`config.mk`:
```
export PLATFORM = sky130hd
export DESIGN_NAME = gpio_mask_port
export DESIGN_NICKNAME = d
export VERILOG_FILES = /design/src/rtl/gpio_port_pkg.sv /design/src/rtl/gpio_in_sync.sv /design/src/rtl/gpio_addr_decode.sv /design/src/rtl/gpio_ctrl_regs.sv /design/src/rtl/gpio_read_path.sv /design/src/rtl/gpio_mask_port.sv
export SDC_FILE = /design/constraint.sdc
export NUM_CORES = 1
export LEC_CHECK = 0
export BUFFER_PORTS_ARGS = -buffer_cell sky130_fd_sc_hd__clkbuf_2
export CORE_ASPECT_RATIO = 0.5
export CORE_UTILIZATION = 41
export CTS_CLUSTER_SIZE = 12
export DETAILED_ROUTE_END_ITERATION = 8
export GPL_TIMING_DRIVEN = 0
export PLACE_DENSITY = 0.79
export SYNTH_ARGS = -nofsm -noshare
export SYNTH_HDL_FRONTEND = slang
export SYNTH_HIERARCHICAL = 1
export SYNTH_SLANG_ARGS = --single-unit
```
`constraint.sdc`:
```
create_clock -name clk -period 2.9 [get_ports clk]
set_input_delay 0.29 -clock clk [delete_from_list [all_inputs] [get_ports clk]]
set_output_delay 0.29 -clock clk [all_outputs]
set_load 0.05 [all_outputs]
```
`src/rtl/gpio_port_pkg.sv`:
```
// Package: shared types for the address-masked GPIO port.
// Assumes: nothing; holds only the access-select encoding.
package gpio_port_pkg;

    // Which register a bus access reaches
    typedef enum logic [1:0] {
        SEL_NONE = 2'd0,
        SEL_DATA = 2'd1,
        SEL_DIR  = 2'd2
    } gpio_sel_e;

endpackage

```
`src/rtl/gpio_in_sync.sv`:
```
// Module: multi-stage synchronizer for the asynchronous pad inputs.
// Assumes: each bit is an independent level; STAGES >= 2.
module gpio_in_sync #(
    parameter int WIDTH  = 8,
    parameter int STAGES = 2
) (
    input  logic             clk,
    input  logic             rst_n,
    input  logic [WIDTH-1:0] async_in,
    output logic [WIDTH-1:0] sync_out
);
    logic [WIDTH-1:0] stage_q [STAGES];

    generate
        for (genvar s = 0; s < STAGES; s++) begin : g_stage
            if (s == 0) begin : g_first
                // first capture flop
                always_ff @(posedge clk) begin
                    if (!rst_n) stage_q[0] <= '0;
                    else        stage_q[0] <= async_in;
                end
            end else begin : g_next
                // further resolution flops
                always_ff @(posedge clk) begin
                    if (!rst_n) stage_q[s] <= '0;
                    else        stage_q[s] <= stage_q[s-1];
                end
            end
        end
    endgenerate

    assign sync_out = stage_q[STAGES-1];
endmodule

```
`src/rtl/gpio_addr_decode.sv`:
```
// Module: decodes a bus address into a register select and a line mask.
// Assumes: the data window spans 4*2^LINES bytes from 0; DIR_OFFSET lies above it.
module gpio_addr_decode
    import gpio_port_pkg::*;
#(
    parameter int ADDR_W     = 12,
    parameter int LINES      = 8,
    parameter int DIR_OFFSET = 'h400
) (
    input  logic [ADDR_W-1:0] addr,
    output gpio_sel_e         sel,
    output logic [LINES-1:0]  mask
);
    localparam int SPAN_BITS = LINES + 2;
    localparam logic [ADDR_W-1:0] DIR_ADDR = ADDR_W'(DIR_OFFSET);

    logic aligned;
    logic in_data;
    logic is_dir;

    // classify the access
    always_comb begin
        aligned = (addr[1:0] == 2'b00);
        in_data = (addr[ADDR_W-1:SPAN_BITS] == '0);
        is_dir  = (addr[ADDR_W-1:2] == DIR_ADDR[ADDR_W-1:2]);
        if (!aligned)     sel = SEL_NONE;
        else if (in_data) sel = SEL_DATA;
        else if (is_dir)  sel = SEL_DIR;
        else              sel = SEL_NONE;
    end

    assign mask = addr[SPAN_BITS-1:2];
endmodule

```
`src/rtl/gpio_ctrl_regs.sv`:
```
// Module: direction and output-data registers with per-line masked data writes.
// Assumes: sel and mask come from gpio_addr_decode in the same cycle.
module gpio_ctrl_regs
    import gpio_port_pkg::*;
#(
    parameter int LINES = 8
) (
    input  logic             clk,
    input  logic             rst_n,
    input  logic             wr_en,
    input  gpio_sel_e        sel,
    input  logic [LINES-1:0] mask,
    input  logic [LINES-1:0] wdata,
    output logic [LINES-1:0] dir_q,
    output logic [LINES-1:0] out_q
);
    // direction register, whole-byte write
    always_ff @(posedge clk) begin
        if (!rst_n)                         dir_q <= '0;
        else if (wr_en && sel == SEL_DIR)   dir_q <= wdata;
    end

    // output data register, masked write per line
    always_ff @(posedge clk) begin
        if (!rst_n)                         out_q <= '0;
        else if (wr_en && sel == SEL_DATA)  out_q <= (out_q & ~mask) | (wdata & mask);
    end
endmodule

```
`src/rtl/gpio_read_path.sv`:
```
// Module: registered read mux; one cycle of latency, zero when no read.
// Assumes: a read request lasts one cycle.
module gpio_read_path
    import gpio_port_pkg::*;
#(
    parameter int LINES = 8
) (
    input  logic             clk,
    input  logic             rst_n,
    input  logic             rd_en,
    input  gpio_sel_e        sel,
    input  logic [LINES-1:0] mask,
    input  logic [LINES-1:0] dir_q,
    input  logic [LINES-1:0] out_q,
    input  logic [LINES-1:0] sync_in,
    output logic [LINES-1:0] rdata
);
    logic [LINES-1:0] line_view;
    logic [LINES-1:0] rdata_d;

    // pick driven value for outputs, sampled level for inputs
    always_comb begin
        line_view = (dir_q & out_q) | (~dir_q & sync_in);
        rdata_d   = '0;
        if (rd_en) begin
            case (sel)
                SEL_DATA: rdata_d = line_view & mask;
                SEL_DIR:  rdata_d = dir_q;
                default:  rdata_d = '0;
            endcase
        end
    end

    // register the read result
    always_ff @(posedge clk) begin
        if (!rst_n) rdata <= '0;
        else        rdata <= rdata_d;
    end
endmodule

```
`src/rtl/gpio_mask_port.sv`:
```
// Module: top of the address-masked eight-line GPIO port.
// Assumes: single-cycle bus accesses, no wait states; pads modelled as oe/out.
module gpio_mask_port
    import gpio_port_pkg::*;
#(
    parameter int LINES       = 8,
    parameter int ADDR_W      = 12,
    parameter int SYNC_STAGES = 2,
    parameter int DIR_OFFSET  = 'h400
) (
    input  logic              clk,
    input  logic              rst_n,
    input  logic              bus_valid,
    input  logic              bus_write,
    input  logic [ADDR_W-1:0] bus_addr,
    input  logic [LINES-1:0]  bus_wdata,
    output logic [LINES-1:0]  bus_rdata,
    input  logic [LINES-1:0]  pin_in,
    output logic [LINES-1:0]  pin_oe,
    output logic [LINES-1:0]  pin_out,
    output logic [LINES-1:0]  pin_sync
);
    gpio_sel_e        acc_sel;
    logic [LINES-1:0] acc_mask;
    logic [LINES-1:0] dir_q;
    logic [LINES-1:0] out_q;
    logic             wr_en;
    logic             rd_en;

    assign wr_en = bus_valid &  bus_write;
    assign rd_en = bus_valid & ~bus_write;

    gpio_addr_decode #(
        .ADDR_W(ADDR_W), .LINES(LINES), .DIR_OFFSET(DIR_OFFSET)
    ) u_decode (
        .addr(bus_addr), .sel(acc_sel), .mask(acc_mask)
    );

    gpio_ctrl_regs #(.LINES(LINES)) u_regs (
        .clk(clk), .rst_n(rst_n), .wr_en(wr_en), .sel(acc_sel),
        .mask(acc_mask), .wdata(bus_wdata), .dir_q(dir_q), .out_q(out_q)
    );

    gpio_in_sync #(.WIDTH(LINES), .STAGES(SYNC_STAGES)) u_sync (
        .clk(clk), .rst_n(rst_n), .async_in(pin_in), .sync_out(pin_sync)
    );

    gpio_read_path #(.LINES(LINES)) u_rd (
        .clk(clk), .rst_n(rst_n), .rd_en(rd_en), .sel(acc_sel), .mask(acc_mask),
        .dir_q(dir_q), .out_q(out_q), .sync_in(pin_sync), .rdata(bus_rdata)
    );

    assign pin_oe  = dir_q;
    assign pin_out = out_q;
endmodule

```
==> impl_metrics.json <==
{
  "clock.fmax_mhz": 513,
  "synthesis.instances": 159,
  "fin_total_pwr_mw": 1.13,
  "numCtsBuffers": 5,
  "leakage_nw": 1.08,
  "ff2ff_path_depth": 3,
  "critical_path_required_ps": 3090,
  "drc": 0,
  "final-setup-viol-count": 0,
  "finalHoldViolCount": 0,
  "critPathMaxFanout": 11,
  "fillers": 331,
  "worstSetupStartpointType": "input port",
  "synth_flop_cell": "dfxtp_1",
  "synth_edf_count": 0,
  "hold_path_depth": 2,
  "io_buffer_count": 63,
  "post-cts-setup-buffer-count": 0,
  "avgSynthCellArea_sq_um": 10.4,
  "grt_max_degree": 15,
  "period_share_pct": 67.2,
  "crit_chain": "clkbuf_2 > nor4b_1 > and4_1 > ha_1 > nand3b_1 > a311oi_1",
  "placed_area_sq_um": 2030,
  "crit_type": "input port to flop",
  "die_x_um": 91.8,
  "r2r_end": "u_rd/rdata[6]$_SDFF_PN0_",
  "drt_pass1_iterations": 4,
  "area_growth_pct": 30.3,
  "via_per_inst": 4.87,
  "synth_area_leaders": "dfxtp_1 48%, mux2i_1 9.7%, and2_2 5.9%, nand2_1 5.4%, nand4b_1 4.8%",
  "clkLatencyLatePin_ps": 290,
  "nets": 263,
  "powerDensity_nw_per_um2": 524,
  "slew_headroom_pct": 59.0,
  "arrival_ps": 2140,
  "synth.top_cell.area_share_pct": 48.4,
  "drive_gt1_share_pct": 43.9,
  "core_area_sq_um": 3640,
  "start_util_pct": 45.4,
  "yosysMostFrequentCell": "dfxtp_1",
  "wl_per_cell_um": 13.4,
  "grt_usage_pct": 18.4,
  "ctsHoldBuffers": 0,
  "path_delay_family": "simple AND/OR/NAND/NOR gates",
  "preCtsSetupSlack_ps": 628,
  "vias": 1369,
  "ys_seq_elements": 40,
  "grt_pass1_wl_um": 5820,
  "synth.largest_area_cell": "dfxtp_1",
  "path_clk_slew_ps": 80,
  "cts_buffer_depth": 2,
  "yosys_warnings": 6,
  "synth_common_cells": "40 x dfxtp_1, 24 x nand2_1, 16 x mux2i_1",
  "drt_wl_total_um": 3760,
  "cts_resized": 0,
  "netlist_area_sq_um": 1650,
  "crit_buf_inv": 1,
  "status": "complete, no violations",
  "tightest_slew_ps": 609,
  "synth-seq-area-share_pct": 48.4,
  "maxCapViolCount": 0,
  "worstReg2RegStart": "u_regs/dir_q[6]$_SDFFE_PN0P_",
  "hold_end": "u_sync/stage_q[0][3]$_SDFF_PN0_",
  "slowest_delay_ps": 470,
  "diodes": 0,
  "fin_ws_ps": 951,
  "hold_class": "input port to flop",
  "crit_slowest_cell": "and4_1",
  "postSynth.asyncResetShare_pct": 0,
  "worst_setup_path_end_kind": "flop",
  "slew_violations": 0,
  "fp-row-count": 15,
  "hold_start": "pin_in[3]",
  "rsz0062_at_grt": "no",
  "h-tree-depth": 2,
  "syn-num-nets": 193,
  "dieArea_sq_um": 4310,
  "gp_congestion": 0.817,
  "finalCriticalPeriod_ps": 1950,
  "ios": 64,
  "grt_pass1_vias": 1279,
  "die_h_um": 46.9,
  "finalSetupTns_ps": 0,
  "cts-root-buf": "clkbuf_8",
  "ant_nets": 0,
  "cts_sinks": 40,
  "hpwl_um": 2780,
  "vdd_drop_max_mv": 0.240,
  "tritoncts": "done",
  "antenna_found_initial": 0,
  "drt_iter0_drc": 45,
  "grt-ovfl-total": 0,
  "yosys.cell_types.count": 27,
  "final_area_sq_um": 2150,
  "reg2reg_slack_ps": 1730,
  "skew_ps": 5.43
}
[per-stage QoR]
step | std cells | utilization [%] | hold WS (ps)
after CTS | 281 | 59.2 | 204
after floorplan | 159 | - | 412
after detailed placement | 273 | 55.8 | 417
after global routing | 281 | 59.2 | 203
after global placement | 273 | 55.8 | 418
final | 281 | 59.2 | 213
[report_power, final]
part | internal (mW) | switching [mW]
Combinational | 0.0415 | 0.0521
Sequential | 0.560 | 0.00428
Clock | 0.281 | 0.190
[layout make-up]
class                      instances  area [sq um]  share of cell area (%)
tap                               51          63.8                    2.96
inverter                           3          11.3                   0.523
sequential                        40           801                    37.2
buffer                            15           120                    5.57
multi-input combinational        101           722                    33.5
clock buffer                       6          82.6                    3.83
clock inverter                     2          38.8                    1.80
timing repair buffer              63           315                    14.6
[how the worst max path moves through the flow]
stage | start | cells past startpoint | to | slack, ps
6_report | bus_addr[4] | 6 | u_rd/rdata[5]$_SDFF_PN0_ | 950
5_1_grt | bus_addr[4] | 6 | u_rd/rdata[5]$_SDFF_PN0_ | 830
4_1_cts | bus_addr[4] | 6 | u_rd/rdata[5]$_SDFF_PN0_ | 950
3_5_place_dp | bus_addr[4] | 6 | u_rd/rdata[5]$_SDFF_PN0_ | 630
3_3_place_gp | bus_addr[4] | 6 | u_rd/rdata[5]$_SDFF_PN0_ | 700
2_1_floorplan | bus_addr[4] | 5 | u_rd/rdata[0]$_SDFF_PN0_ | 1170
[cell families after synthesis]
kind of cell / synth area share [%]
buffers and inverters: 7.94
muxes: 12.4
DFF: 48.4
adders and majority gates: 1.51
AOI/OAI and AO/OA: 5.45
and+or+nand+nor: 24.3
[routing by layer]
layer | part of all wire [%] | global-route usage [%] | vias up
li1 | - | - | 685
met1 | 43 | 21.8 | 637
met2 | 49 | 32.3 | 41
met3 | 6.9 | 5.50 | 6
met4 | 1.2 | 9.38 | 0
met5 | 0 | 0 | -
[placed cells by master, fill, tap and decap left out, drive strengths merged, types with 2 or more instances in the layout]
| cell | n |
|---|---|
| clkbuf | 69 |
| mux2 | 4 |
| nor3 | 2 |
| nand4b | 9 |
| inv | 3 |
| a31oi | 3 |
| nor2 | 5 |
| buf | 15 |
| a311oi | 3 |
| nand2 | 24 |
| a32oi | 4 |
| and2 | 17 |
| ha | 2 |
| nand3b | 2 |
| mux2i | 16 |
| nand3 | 3 |
| dfxtp | 40 |
Power figures use the tool's default switching activity.
